==> src/rtl/prn_ctl_pkg.sv <==
package prn_ctl_pkg;
    localparam int unsigned CTL_W   = 8;
    localparam int unsigned BIT_STB = 0;
    localparam int unsigned BIT_AFD = 1;
    localparam int unsigned BIT_INI = 2;
    localparam int unsigned BIT_SEL = 3;
    localparam int unsigned BIT_IEN = 4;
    localparam int unsigned BIT_DIR = 5;
    localparam int unsigned USED_W  = BIT_DIR + 1;
    localparam logic [CTL_W-1:0] CTL_MASK = CTL_W'((1 << USED_W) - 1);

    typedef enum logic {
        IRQ_IDLE = 1'b0,
        IRQ_PEND = 1'b1
    } irq_state_e;
endpackage

==> src/rtl/prn_ctl_sync.sv <==
module prn_ctl_sync #(
    parameter int unsigned STAGES = 2
) (
    input  logic clk,
    input  logic rst_n,
    input  logic async_in,
    output logic rise
);
    localparam int unsigned CHAIN_W = STAGES + 1;

    logic [CHAIN_W-1:0] chain_q;

    always_ff @(posedge clk) begin
        if (!rst_n) begin
            chain_q <= '1;
        end else begin
            chain_q <= {chain_q[CHAIN_W-2:0], async_in};
        end
    end

    // chain_q[STAGES-1] is the synchronised level, chain_q[STAGES] its previous value
    assign rise = chain_q[STAGES-1] & ~chain_q[STAGES];
endmodule

==> src/rtl/prn_ctl_irq.sv <==
module prn_ctl_irq
    import prn_ctl_pkg::*;
(
    input  logic clk,
    input  logic rst_n,
    input  logic enable,
    input  logic edge_seen,
    input  logic host_read,
    output logic irq
);
    irq_state_e state_q, state_d;

    always_comb begin
        state_d = state_q;
        unique case (state_q)
            IRQ_IDLE: begin
                if (enable && edge_seen) state_d = IRQ_PEND;      // arm
            end
            IRQ_PEND: begin
                if (!enable)                       state_d = IRQ_IDLE; // mask
                else if (host_read && !edge_seen)  state_d = IRQ_IDLE; // ack
            end
            default: state_d = IRQ_IDLE;
        endcase
    end

    always_ff @(posedge clk) begin
        if (!rst_n) state_q <= IRQ_IDLE;
        else        state_q <= state_d;
    end

    always_comb begin
        irq = (state_q == IRQ_PEND) && enable;
    end
endmodule

==> src/rtl/prn_ctl_reg.sv <==
module prn_ctl_reg
    import prn_ctl_pkg::*;
(
    input  logic             clk,
    input  logic             rst_n,
    input  logic             wr_en,
    input  logic [CTL_W-1:0] wdata,
    output logic [CTL_W-1:0] ctl_q
);
    always_ff @(posedge clk) begin
        if (!rst_n)     ctl_q <= '0;
        else if (wr_en) ctl_q <= wdata & CTL_MASK;
    end
endmodule

==> src/rtl/prn_ctl_top.sv <==
module prn_ctl_top
    import prn_ctl_pkg::*;
#(
    parameter int unsigned SYNC_STAGES = 2
) (
    input  logic             clk,
    input  logic             rst_n,
    input  logic             wr_en,
    input  logic             rd_en,
    input  logic [CTL_W-1:0] wdata,
    output logic [CTL_W-1:0] rdata,
    input  logic             ext_mode,
    input  logic             ack_n,
    output logic             strobe_n,
    output logic             autofd_n,
    output logic             init_n,
    output logic             selin_n,
    output logic             irq,
    output logic             dir_in
);
    logic [CTL_W-1:0] ctl_q;
    logic             ack_rise;

    prn_ctl_reg u_reg (
        .clk   (clk),
        .rst_n (rst_n),
        .wr_en (wr_en),
        .wdata (wdata),
        .ctl_q (ctl_q)
    );

    prn_ctl_sync #(.STAGES(SYNC_STAGES)) u_sync (
        .clk      (clk),
        .rst_n    (rst_n),
        .async_in (ack_n),
        .rise     (ack_rise)
    );

    prn_ctl_irq u_irq (
        .clk       (clk),
        .rst_n     (rst_n),
        .enable    (ctl_q[BIT_IEN]),
        .edge_seen (ack_rise),
        .host_read (rd_en),
        .irq       (irq)
    );

    always_comb begin
        strobe_n = ~ctl_q[BIT_STB];
        autofd_n = ~ctl_q[BIT_AFD];
        init_n   =  ctl_q[BIT_INI];
        selin_n  = ~ctl_q[BIT_SEL];
        dir_in   = ext_mode & ctl_q[BIT_DIR];
        rdata    = ctl_q;
    end
endmodule

==> config.mk <==
export PLATFORM = sky130hd
export DESIGN_NAME = prn_ctl_top
export DESIGN_NICKNAME = d
export VERILOG_FILES = /design/src/rtl/prn_ctl_pkg.sv /design/src/rtl/prn_ctl_sync.sv /design/src/rtl/prn_ctl_irq.sv /design/src/rtl/prn_ctl_reg.sv /design/src/rtl/prn_ctl_top.sv
export SDC_FILE = /design/constraint.sdc
export NUM_CORES = 1
export LEC_CHECK = 0
export ABC_AREA = 1
export BUFFER_PORTS_ARGS = -buffer_cell sky130_fd_sc_hd__buf_2
export CAP_MARGIN = 10
export CORE_AREA = 5 5 42 44
export CTS_BUF_LIST = sky130_fd_sc_hd__clkbuf_4 sky130_fd_sc_hd__clkbuf_8
export DETAILED_ROUTE_END_ITERATION = 12
export DIE_AREA = 0 0 47 49
export HOLD_SLACK_MARGIN = 0.05
export SLEW_MARGIN = 20
export SYNTH_ARGS = -nofsm -noshare
export SYNTH_HDL_FRONTEND = slang
export SYNTH_SLANG_ARGS = --single-unit
export TNS_END_PERCENT = 20
==> constraint.sdc <==
create_clock -name clk -period 2.2 [get_ports clk]
set_clock_uncertainty 0.15 [all_clocks]
set_input_delay 0.22 -clock clk [delete_from_list [all_inputs] [get_ports clk]]
set_output_delay 0.22 -clock clk [all_outputs]
set_load 0.005 [all_outputs]
==> impl_metrics.env <==
export IMPL_drt_vias_per_instance=3.99
export IMPL_start_util_pct=28.0
export IMPL_most_frequent_standard_cell_in_the_layout_excluding_fill_and_tap_cells="buf_2"
export IMPL_busiest_layer="met2"
export IMPL_leakage_nw=0.351
export IMPL_arrival_ps=840
export IMPL_detailedRoute_firstPassIterationCount=5
export IMPL_globalRouteMet3Util_pct=2.58
export IMPL_place_detailed_hpwl_um=664
export IMPL_antenna_violations_before_repair=0
export IMPL_clock_sink_count=10
export IMPL_die_x_um=47
export IMPL_power_density_nw_per_um2=678
export IMPL_place_port_buffers=23
export IMPL_post_route_cells_drive_above_1_share_pct=32.9
export IMPL_grt_pass1_wl_um=1550
export IMPL_cts_max_level=1
export IMPL_die_outline_area_um2=2300
export IMPL_ff_latch_count_synth=10
export IMPL_cp_num_buf_inv=2
export IMPL_min_period_over_period_pct=54.8
export IMPL_synth_area_per_cell_um2=7.28
export IMPL_clk_lat_worst_skew_ps=250
export IMPL_synth_yosys_warnings=0
export IMPL_design_final_nets=100
export IMPL_fmax_ghz=0.829
export IMPL_crit_chain="nand2_1 > inv_1 > buf_2"
export IMPL_required_ps=1830
export IMPL_drt_first_iter_violations=10
export IMPL_endpoint_kind="output port"
export IMPL_maxCapViolCount=0
export IMPL_slew_viol_final=0
export IMPL_drt_total_wl_um=943
export IMPL_critPathSlowestCell="dfxtp_1"
export IMPL_synthDistinctLibCells=9
export IMPL_cts_tree="yes"
export IMPL_rows=14
export IMPL_placeableCoreArea_um2=1400
export IMPL_leading_cell_types_in_the_layout_fill_and_taps_excluded="buf_2, nor2_1, inv_1, dfxtp_1"
export IMPL_synthesis_instances=54
export IMPL_totalNegativeSetupSlack_ps=0
export IMPL_hold_viol_final=0
export IMPL_criticalPathCategory="reg2out"
export IMPL_pwr_share_seq_pct=47.6
export IMPL_vias=403
export IMPL_critical_path_max_fanout=4
export IMPL_synth_yosys_seq_area_share_pct=51.0
export IMPL_syn_area_um2=393
export IMPL_io_pin_count=28
export IMPL_hold_ws_ps=67.7
export IMPL_power_frac_comb_pct=13.1
export IMPL_syn2layout_area_growth_pct=55.4
export IMPL_rsz0062_at_grt="no"
export IMPL_numCtsBuffers=3
export IMPL_ctsLongestPathBuffers=2
export IMPL_internal_power_mw=0.322
export IMPL_worstHoldPathType="in2reg"
export IMPL_power_net_switching_mw=0.0919
export IMPL_crit_path_max_incr_delay_ps=370
export IMPL_grt_remaining_overflow=0
export IMPL_globalRouteMet1Util_pct=12.0
export IMPL_report_final_setup_viol=0
export IMPL_diodes=0
export IMPL_number_of_cells_upsized_or_downsized_after_cts=0
export IMPL_grt_pass1_vias=382
export IMPL_start_kind="register"
export IMPL_drc_errors=0
export IMPL_clock_power_share_pct=39.3
export IMPL_grt_met2_usage_pct=12.7
export IMPL_grtUsageTotal_pct=8.90
export IMPL_cts_root_buffer="clkbuf_4"
export IMPL_finalWeightedCongestion=0.655
export IMPL_largest_net_degree_at_the_start_of_global_routing=11
export IMPL_final_min_clock_period_ps=1210
export IMPL_result_of_the_run="finished, final reports clean"
export IMPL_clk_transition_reported_paths_ps=70
export IMPL_vdd_ir_drop_worst_mv=0.313
export IMPL_crit_family="flip-flops"
export IMPL_detail_route_wl_per_cell_um=9.34
export IMPL_chipHeight_um=49
export IMPL_netSwitchingFraction_pct=22.2
export IMPL_final_antenna_net_count=0
worst register-to-register path, stage by stage (launching register included):
cell and delay, ps:
dfxtp_1 340, o21ai_0 160, nor2_1 50
power groups by stage:
stage,Sequential (mW),Clock (mW),Combinational [mW]
finish,0.197,0.163,0.0542
global route,0.199,0.175,0.0619
CTS,0.197,0.166,0.0546
detailed placement,0.201,0,0.0438
global placement,0.201,0,0.0431
floorplan,0.201,0,0.0241
through the flow:
step,instance area [µm²],setup slack (ps),utilization (%),power [mW],instances
finish,611,993,43.6,0.414,101
global route,611,917,43.6,0.436,101
floorplan,397,1390,-,0.225,55
CTS,611,972,43.6,0.417,101
global placement,494,1270,35.3,0.244,89
detailed placement,494,1260,35.3,0.245,89
final cells by class:
class,instances,area (µm²)
multi-input combinational,29,118
timing repair buffer,31,195
inverter,11,41.3
sequential,10,200
clock buffer,4,36.3
tap,16,20.0
fill,146,791
flip-flops by register name, summed over array words and instances, names as in the netlist:
register and cells:
u_irq.state_q 1, u_sync.chain_q 3, u_reg.ctl_q 6
synthesized netlist by cell type (all sizes together):
cell type,n,area [µm²]
inv,11,41.3
nand2,8,30.0
conb,1,3.75
dfxtp,10,200
nor2,12,45.0
buf,5,37.5
o21ai,6,30.0
a21oi,1,5.00
metal layers:
metal  wire length [µm]  up-vias  part of all wire (%)
li1                   -      214                     -
met1                443      170                    47
met2                409       17                    43
met3                 85        2                   9.0
met4                  5        0                  0.53
met5                  0        -                     0
repair_timing:
| action | 4_1_cts | 5_1_grt |
|---|---|---|
| hold endpoints to repair | 8 | 0 |
| buffers inserted | 0 | 0 |
| hold buffers | 8 | 0 |
worst paths after layout:
kind                           startpoint                      endpoint  slack [ps]  cells past startpoint
min                                 rst_n  u_sync.chain_q[0]$_SDFF_PN1_          70                      2
max reg2reg   u_reg.ctl_q[4]$_SDFFE_PN0P_   u_reg.ctl_q[4]$_SDFFE_PN0P_        1410                      2
min reg2reg  u_sync.chain_q[0]$_SDFF_PN1_  u_sync.chain_q[1]$_SDFF_PN1_         260                      2
max           u_reg.ctl_q[4]$_SDFFE_PN0P_                           irq         990                      3
cells by family after synthesis:
kind of cell / synth area share [%]
AOI/OAI and AO/OA: 8.92
and+or+nand+nor: 19.1
other: 0.954
buffers and inverters: 20.1
DFF: 51.0
Power figures use the tool's default switching activity.
